<file path="src/rtl/atom_mon_pkg.sv">
`timescale 1ns/1ps
package atom_mon_pkg;
  typedef enum logic [1:0] {
    OP_LOAD  = 2'd0,
    OP_QUERY = 2'd1,
    OP_STORE = 2'd2,
    OP_ABORT = 2'd3
  } op_e;

  typedef enum logic [1:0] {
    ST_IDLE    = 2'd0,
    ST_ARMING  = 2'd1,
    ST_COMMIT  = 2'd2,
    ST_RELEASE = 2'd3
  } seq_st_e;
endpackage

</file>
<file path="src/rtl/atom_mon_entries.sv">
`timescale 1ns/1ps
module atom_mon_entries #(
  parameter int N_ENT = 8,
  parameter int TAG_W = 26
) (
  input  logic             clk_i,
  input  logic             rst_ni,
  input  logic             clr_i,
  input  logic             alloc_i,
  input  logic [TAG_W-1:0] ld_tag_i,
  input  logic [TAG_W-1:0] snp_tag_i,
  output logic             ld_hit_o,
  output logic             snp_hit_o,
  output logic             full_o
);
  localparam int IDX_W = (N_ENT > 1) ? $clog2(N_ENT) : 1;

  logic [N_ENT-1:0] vld_q;
  logic [TAG_W-1:0] tag_q [N_ENT];
  logic [N_ENT-1:0] ld_m, snp_m;
  logic [IDX_W-1:0] free_idx;

  for (genvar g = 0; g < N_ENT; g++) begin : g_ent
    assign ld_m[g]  = vld_q[g] && (tag_q[g] == ld_tag_i);
    assign snp_m[g] = vld_q[g] && (tag_q[g] == snp_tag_i);

    always_ff @(posedge clk_i or negedge rst_ni) begin
      if (!rst_ni) begin
        vld_q[g] <= 1'b0;
        tag_q[g] <= '0;
      end else if (clr_i) begin
        vld_q[g] <= 1'b0;
      end else if (alloc_i && (free_idx == IDX_W'(g))) begin
        vld_q[g] <= 1'b1;
        tag_q[g] <= ld_tag_i;
      end
    end
  end

  // lowest free slot
  always_comb begin
    free_idx = '0;
    for (int i = N_ENT - 1; i >= 0; i--) begin
      if (!vld_q[i]) free_idx = IDX_W'(i);
    end
  end

  assign ld_hit_o  = |ld_m;
  assign snp_hit_o = |snp_m;
  assign full_o    = &vld_q;
endmodule

</file>
<file path="src/rtl/atom_mon_seq.sv">
`timescale 1ns/1ps
module atom_mon_seq
  import atom_mon_pkg::*;
(
  input  logic    clk_i,
  input  logic    rst_ni,
  input  logic    cmd_valid_i,
  input  op_e     cmd_op_i,
  input  logic    snp_valid_i,
  input  logic    snp_hit_i,
  input  logic    ld_hit_i,
  input  logic    full_i,
  output seq_st_e state_o,
  output logic    ent_clr_o,
  output logic    ent_alloc_o,
  output logic    nak_o,
  output logic    intf_o,
  output logic    rsp_valid_o,
  output logic    rsp_ok_o
);
  seq_st_e st_q, st_d;
  logic intf_q, intf_d;
  logic rv_q, ok_q;
  logic is_load, is_query, is_store, is_abort;
  logic ld_acc, q_acc, q_ok, q_fail, sto_acc, open_st, flag_set;

  always_comb begin
    is_load  = cmd_valid_i && (cmd_op_i == OP_LOAD);
    is_query = cmd_valid_i && (cmd_op_i == OP_QUERY);
    is_store = cmd_valid_i && (cmd_op_i == OP_STORE);
    is_abort = cmd_valid_i && (cmd_op_i == OP_ABORT);
    open_st  = (st_q == ST_IDLE) || (st_q == ST_ARMING);
    ld_acc   = is_load && open_st;
    q_acc    = is_query && (st_q == ST_ARMING);
    // snoop in the query cycle beats the query
    q_ok     = !intf_q && !(snp_valid_i && snp_hit_i);
    q_fail   = q_acc && !q_ok;
    sto_acc  = is_store && (st_q == ST_COMMIT);

    ent_alloc_o = ld_acc && !ld_hit_i && !full_i;
    ent_clr_o   = is_abort || q_fail || sto_acc;
    flag_set    = open_st && ((snp_valid_i && snp_hit_i) ||
                              (ld_acc && !ld_hit_i && full_i));

    if (is_abort || q_fail) intf_d = 1'b0;
    else if (flag_set)      intf_d = 1'b1;
    else                    intf_d = intf_q;

    st_d = st_q;
    unique case (st_q)
      ST_IDLE, ST_ARMING: begin
        if (ld_acc) st_d = ST_ARMING;
        if (q_acc)  st_d = q_ok ? ST_COMMIT : ST_IDLE;
      end
      ST_COMMIT:  if (sto_acc) st_d = ST_RELEASE;
      ST_RELEASE: st_d = ST_IDLE;
      default:    st_d = ST_IDLE;
    endcase
    if (is_abort) st_d = ST_IDLE;
  end

  always_ff @(posedge clk_i or negedge rst_ni) begin
    if (!rst_ni) begin
      st_q   <= ST_IDLE;
      intf_q <= 1'b0;
      rv_q   <= 1'b0;
      ok_q   <= 1'b0;
    end else begin
      st_q   <= st_d;
      intf_q <= intf_d;
      rv_q   <= q_acc;
      ok_q   <= q_acc && q_ok;
    end
  end

  assign nak_o       = snp_valid_i && snp_hit_i && (st_q == ST_COMMIT);
  assign state_o     = st_q;
  assign intf_o      = intf_q;
  assign rsp_valid_o = rv_q;
  assign rsp_ok_o    = ok_q;
endmodule

</file>
<file path="src/rtl/atom_seq_monitor.sv">
`timescale 1ns/1ps
module atom_seq_monitor
  import atom_mon_pkg::*;
#(
  parameter int ADDR_W   = 32,
  parameter int LINE_OFF = 6,
  parameter int N_ENT    = 8
) (
  input  logic              clk_i,
  input  logic              rst_ni,
  input  logic              cmd_valid_i,
  input  logic [1:0]        cmd_op_i,
  input  logic [ADDR_W-1:0] cmd_addr_i,
  input  logic              snp_valid_i,
  input  logic [ADDR_W-1:0] snp_addr_i,
  output logic              snp_ack_o,
  output logic              snp_nak_o,
  output logic              rsp_valid_o,
  output logic              rsp_ok_o,
  output logic              intf_o,
  output logic [1:0]        state_o
);
  localparam int TAG_W = ADDR_W - LINE_OFF;

  logic [TAG_W-1:0] ld_tag, snp_tag;
  logic ld_hit, snp_hit, full, ent_clr, ent_alloc, nak;
  seq_st_e st;
  logic unused_low;

  assign ld_tag     = cmd_addr_i[ADDR_W-1:LINE_OFF];
  assign snp_tag    = snp_addr_i[ADDR_W-1:LINE_OFF];
  assign unused_low = ^{cmd_addr_i[LINE_OFF-1:0], snp_addr_i[LINE_OFF-1:0]};

  atom_mon_entries #(.N_ENT(N_ENT), .TAG_W(TAG_W)) u_entries (
    .clk_i     (clk_i),
    .rst_ni    (rst_ni),
    .clr_i     (ent_clr),
    .alloc_i   (ent_alloc),
    .ld_tag_i  (ld_tag),
    .snp_tag_i (snp_tag),
    .ld_hit_o  (ld_hit),
    .snp_hit_o (snp_hit),
    .full_o    (full)
  );

  atom_mon_seq u_seq (
    .clk_i       (clk_i),
    .rst_ni      (rst_ni),
    .cmd_valid_i (cmd_valid_i),
    .cmd_op_i    (op_e'(cmd_op_i)),
    .snp_valid_i (snp_valid_i),
    .snp_hit_i   (snp_hit),
    .ld_hit_i    (ld_hit),
    .full_i      (full),
    .state_o     (st),
    .ent_clr_o   (ent_clr),
    .ent_alloc_o (ent_alloc),
    .nak_o       (nak),
    .intf_o      (intf_o),
    .rsp_valid_o (rsp_valid_o),
    .rsp_ok_o    (rsp_ok_o)
  );

  assign state_o   = st;
  assign snp_nak_o = nak;
  assign snp_ack_o = snp_valid_i && !nak;
endmodule

</file>
<file path="config.mk">
export PLATFORM = sky130hd
export DESIGN_NAME = atom_seq_monitor
export DESIGN_NICKNAME = d
export VERILOG_FILES = /design/src/rtl/atom_mon_pkg.sv /design/src/rtl/atom_mon_entries.sv /design/src/rtl/atom_mon_seq.sv /design/src/rtl/atom_seq_monitor.sv
export SDC_FILE = /design/constraint.sdc
export NUM_CORES = 1
export LEC_CHECK = 0
export BUFFER_PORTS_ARGS = -buffer_cell sky130_fd_sc_hd__buf_2
export CAP_MARGIN = 10
export CELL_PAD_IN_SITES_DETAIL_PLACEMENT = 0
export CELL_PAD_IN_SITES_GLOBAL_PLACEMENT = 2
export CORE_MARGIN = 10
export CORE_UTILIZATION = 40
export CTS_BUF_LIST = sky130_fd_sc_hd__clkbuf_4
export CTS_CLUSTER_DIAMETER = 40
export DETAILED_ROUTE_END_ITERATION = 8
export GPL_TIMING_DRIVEN = 0
export HOLD_SLACK_MARGIN = 0.03
export PLACE_DENSITY = 0.75
export SETUP_SLACK_MARGIN = 0.02
export SYNTH_ARGS = -nofsm -noshare
export SYNTH_HDL_FRONTEND = slang
export SYNTH_SLANG_ARGS = --single-unit
</file>
<file path="constraint.sdc">
create_clock -name clk_i -period 5.15 [get_ports clk_i]
set_input_delay 1.03 -clock clk_i [delete_from_list [all_inputs] [get_ports clk_i]]
set_output_delay 1.03 -clock clk_i [all_outputs]
set_load 0.01 [all_outputs]
</file>
**After elaboration in Yosys (flattened, before gate mapping)**

Index checks and enable logic that the tools add are counted.

- Register bits after elaboration: 221
- Input bits: 70
- Output and inout port bits: 7
- Word-level logic and storage cells: 160

- Equality and inequality tests: 31
- Multiplexer cells: 32
- Bitwise operators: 1
- Reduce and logical (&&, ||, !) cells: 76

Operator list:

| kind | count |
|---|---|
| $eq A26 B26 Y1 | 16 |
| $logic_and A1 B1 Y1 | 41 |
| $mux W3 | 8 |
| $mux W1 | 18 |
| $reduce_and A2 Y1 | 9 |
| $reduce_bool A2 Y1 | 9 |
| $reduce_or A8 Y1 | 2 |
| $eq A3 B3 Y1 const B | 4 |
| $mux W2 | 5 |
| $eq A2 B2 Y1 const B | 4 |
| $reduce_and A8 Y1 | 1 |
| $eq A3 B2 Y1 const B | 2 |
| $logic_not A1 Y1 | 6 |
| $pmux W2 S3 | 1 |
| $eq A2 B1 Y1 const B | 2 |
| $logic_not A2 Y1 | 2 |
| $logic_or A1 B1 Y1 | 4 |
| $ne A4 B1 Y1 const B | 1 |
| $eq A3 B1 Y1 const B | 1 |
| $logic_not A3 Y1 | 1 |
| $ne A3 B1 Y1 const B | 1 |
| $reduce_or A2 Y1 | 1 |
| $not A1 Y1 | 1 |

**Depth between registers and ports, before layout**

- Depth in word-level cells: 12
- Mapped depth: 13
- Depth with buffers taken out: 8

**Hierarchy**

From an unflattened synthesis, not the netlist that was laid out.

- Cell total of the unflattened synthesis: 1158
- Area, all modules: 13671.9 µm²

Modules (own cells, without submodules):

| module | times used | cells an instance | area an instance (µm²) | sequential area each (µm²) |
|---|---|---|---|---|
| atom_mon_entries | 1 | 1125 | 13379.1 | 5405.2 |
| atom_mon_seq | 1 | 32 | 279.0 | 125.1 |
| atom_seq_monitor | 1 | 1 | 13.8 | 0.0 |

**Worst setup path after synthesis**

No wires, ideal clock.

- Path type: input port to output port
- Start: input snp_addr_i[16]
- End: output snp_ack_o
- Arrival: 2.621 ns
- Data required time: 4.120 ns
- Setup slack: 1.499 ns
- Stages: 8
- Buffers on the path: 1
- Cells stage by stage: clkbuf_1 -> xnor2_1 -> nand4_1 -> nor4_1 -> a22oi_1 -> a41oi_1 -> and2_1 -> nor2_1

- Word-level cells in the longest chain between the ends: 7
- Elaborated cells on any way between the ends: 21
- Classes of those cells: eq/ne (8); reduce/logical (13)

RTL lines:

| what | line | RTL |
|---|---|---|
| from (decl) | atom_seq_monitor.sv:15 | `input logic [ADDR_W-1:0] snp_addr_i,` |
| $eq A26 B26 Y1 | atom_mon_entries.sv:25 | `assign snp_m[g] = vld_q[g] && (tag_q[g] == snp_tag_i);` |
| $logic_and A1 B1 Y1 | atom_mon_entries.sv:25 |  |
| $reduce_or A8 Y1 * | atom_mon_entries.sv:49 | `assign snp_hit_o = \|snp_m;` |
| $logic_and A1 B1 Y1 * (2 in a row) | atom_mon_seq.sv:76 | `assign nak_o = snp_valid_i && snp_hit_i && (st_q == ST_COMMIT);` |
| net snp_nak_o | atom_seq_monitor.sv:17 | `output logic snp_nak_o,` |
| $logic_not A1 Y1 * | atom_seq_monitor.sv:66 | `assign snp_ack_o = snp_valid_i && !nak;` |
| $logic_and A1 B1 Y1 * | atom_seq_monitor.sv:66 |  |
| to (decl) | atom_seq_monitor.sv:16 | `output logic snp_ack_o,` |

The timed path passes the listed nets; every way through them passes the cells marked *.

**Final worst setup path**

- Start: input snp_addr_i[10]
- End: output snp_ack_o

- Word-level cells in the longest chain between the ends: 7
- Elaborated cells on any way between the ends: 21
- Classes of those cells: eq/ne (8); reduce/logical (13)

RTL lines:

| what | line |
|---|---|
| $eq A26 B26 Y1 | atom_mon_entries.sv:25 |
| $logic_and A1 B1 Y1 | atom_mon_entries.sv:25 |
| $reduce_or A8 Y1 * | atom_mon_entries.sv:49 |
| $logic_and A1 B1 Y1 * (2 in a row) | atom_mon_seq.sv:76 |
| $logic_not A1 Y1 * | atom_seq_monitor.sv:66 |
| $logic_and A1 B1 Y1 * | atom_seq_monitor.sv:66 |

Every way passes the cells marked *; elsewhere a longest branch is shown, timed or not.

==> results.toml <==
[clocking]
cts_tree = "yes"
cts.sinks = 221
clkLatencyLatePin_ps = 760
htree_num_levels = 3
postCtsSetupRepairBufs = 0
cts-root-buf = "clkbuf_4"
cts_buffer_depth = 3
clkSlewWorstSetupHoldPaths_ps = 60
cts_hold_buf = 0
cts_buffers = 70

[worst_setup_path]
crit_path_max_fanout = 8
worstSetupEndpointType = "primary output"
worstPathArrival_ps = 3990
r2r-start = "u_entries.tag_q[116]$_DFFE_PN0P_"
critPathTopFamily = "simple AND/OR/NAND/NOR gates"
crit_path_start_kind = "input port"
rrSetupSlack_ps = 1650
slowest_delay_ps = 680
cp_cell_sequence = "clkdlybuf4s15_1, xnor2_1, nand4_1, nor4_1, a22oi_1, a41oi_1, and2_1, nor2_1, buf_2"
critPathSlowestCell = "clkdlybuf4s15_1"
reg2reg_depth = 11
critPathBufInv = 2
crit_required_ps = 4120
crit_type = "input port to primary output"
reg2reg_to = "u_entries.tag_q[67]$_DFFE_PN0P_"

[yosys]
ys.flop_type = "dfrtp_1"
synth_most_common_cell = "xnor2_1"
synth-edff-count = 0
synth_commonest_cells = "xnor2_1, dfrtp_1, mux2_2, nand4_1, buf_4"
netlist_instances = 1244
synth_largest_area_cell = "dfrtp_1"
ys_ff_latch = 221
syn_nets = 1314
yosysWarnings = 0
syn_area_mm2 = 0.0141
syn_area_per_cell_um2 = 11.3
async_flop_share = 1.00
synth-seq-area-share = 0.392
yosys-top-cells-area = "dfrtp_1, xnor2_1, mux2_2"
synth_top_area_frac = 0.392
synthDistinctLibCells = 44

[sta]
grt_setup_unrepaired = "false"
setup_viol = 0
fmax_ghz = 0.199
fin_setup_tns_ps = 0
slew_headroom = 0.176
fin_ws_ps = 131
clock-skew-final_ps = 59.6
max_slew.worst_pin.slew_ps = 1240
report.final.slew_viol_count = 0
hold_viol = 0
finalCriticalPeriod_ps = 5020
fin_crit_sh = 0.975

[detailed_routing]
drtAntennaViolNets = 0
drtPass1Iterations = 6
wl_um = 57600
vias = 10600
drt-wirelength-per-cell_um = 31.3
drc = 0
viasPerCell = 5.76
drt_iter0_markers = 783

[global_route]
grt_pass1_wl_um = 80800
grtUsageTotal = 0.260
gr-total-overflow = 0
grt_max_degree = 96
antenna_found_initial = 1
grt_pass1_vias = 11100

[power]
power_frac_comb = 0.285
leakage_nw = 6.20
power_w = 0.00588
swShare = 0.368
p_clk_frac = 0.303
vdd_drop_max_uv = 176
power_density_mw_per_mm2 = 375
seq_power_share = 0.412
p_sw_w = 0.00216
p_int_w = 0.00372

[floorplanning]
dieArea_mm2 = 0.0432
start_util = 0.407
die_h_um = 208
dieWidth_um = 208
rows = 68
core-area_mm2 = 0.0347
ios = 77

[cells_and_area]
drive_gt1_frac = 0.299
layout.nets = 1399
area_growth_syn_to_layout_pct = 11.1

[outcome]
status = "complete, no violations"

[hold_path]
min_path_type = "input port to asynchronous set/reset pin"

[place]
place_hpwl_um = 41700
dp_slack_ps = 4.91
routabilityCongestion = 0.941
io_buffers = 11

[flow_run]
drv_cap = 0
==> routing by layer <==
metal,wire length (um),up-vias,global-route usage,part of all wire
li1,-,4592,-,-
met1,23800,5415,0.313,0.41
met2,27400,443,0.421,0.48
met3,3100,140,0.0537,0.054
met4,3310,0,0.149,0.057
met5,0,-,0,0
==> sequential cells by signal, summed over array words and instances, names as in the netlist <==
register and cells:
u_seq.rsp_ok_o 1, u_entries.vld_q 8, u_entries.tag_q 208, u_seq.rsp_valid_o 1, u_seq.intf_o 1, u_seq.state_o 2
==> final cells by class <==
| cell class | count | area, um2 |
|---|---|---|
| Antenna cell | 1 | 2.50 |
| Buffer | 103 | 726 |
| Clock buffer | 100 | 751 |
| Clock inverter | 26 | 105 |
| Fill cell | 3377 | 19000 |
| Inverter | 6 | 22.5 |
| Multi-Input combinational cell | 914 | 7850 |
| Sequential cell | 221 | 5530 |
| Tap cell | 455 | 569 |
| Timing Repair Buffer | 13 | 120 |
==> cell usage in the layout (no fill, tap or decap), drive strengths merged, types with 7 or more instances in the layout <==
| master | synthesis | final |
|---|---|---|
| a22oi | 10 | 10 |
| dfrtp | 221 | 221 |
| nor2 | 7 | 7 |
| xnor2 | 392 | 392 |
| nand2 | 16 | 16 |
| xor2 | 24 | 24 |
| nor4 | 31 | 31 |
| nor3 | 26 | 26 |
| clkinv | 0 | 22 |
| nand3 | 24 | 24 |
| clkbuf | 31 | 130 |
| nand4 | 142 | 142 |
| buf | 72 | 85 |
| inv | 6 | 10 |
| mux2 | 208 | 208 |
==> how the worst max path moves through the flow <==
stage          slack, ps  cells after the start                              end           start
6_report             130                      9                        snp_ack_o  snp_addr_i[10]
5_1_grt               60                      9                        snp_ack_o  snp_addr_i[10]
4_1_cts               50                      9                        snp_ack_o  snp_addr_i[10]
3_5_place_dp           5                      9                        snp_ack_o   snp_addr_i[9]
3_3_place_gp       -1120                      1  u_entries.tag_q[21]$_DFFE_PN0P_          rst_ni
2_1_floorplan       1500                      8                        snp_ack_o  snp_addr_i[16]
==> power by group through the flow <==
stage          Clock, W  Combinational [W]  Sequential (W)
3_5_place_dp          0            0.00165         0.00245
6_report        0.00178            0.00168         0.00242
4_1_cts         0.00181            0.00165         0.00242
3_3_place_gp          0            0.00165         0.00244
5_1_grt         0.00191            0.00176         0.00246
2_1_floorplan         0            0.00117         0.00233
==> kinds of logic after synthesis <==
logic type / share of synthesized area
compound gates: 0.0168
xor+xnor: 0.258
buf+inv: 0.0522
flops: 0.392
mux: 0.171
simple gates: 0.110
==> stage by stage <==
step / hold WS [ps] / util / instances / area [um2]
finish: 165 / 0.452 / 1839 / 15700
CTS: 130 / 0.451 / 1838 / 15700
global route: 149 / 0.452 / 1839 / 15700
global placement: 522 / 0.424 / 1710 / 14700
detailed placement: 519 / 0.426 / 1712 / 14800
floorplan: 528 / - / 1244 / 14100
==> timing repair <==
action,in CTS,in global routing
resized for setup,2,9
pin swaps,0,0
setup endpoints to repair,1,1
Note: power is estimated with default switching activity, not from simulation.
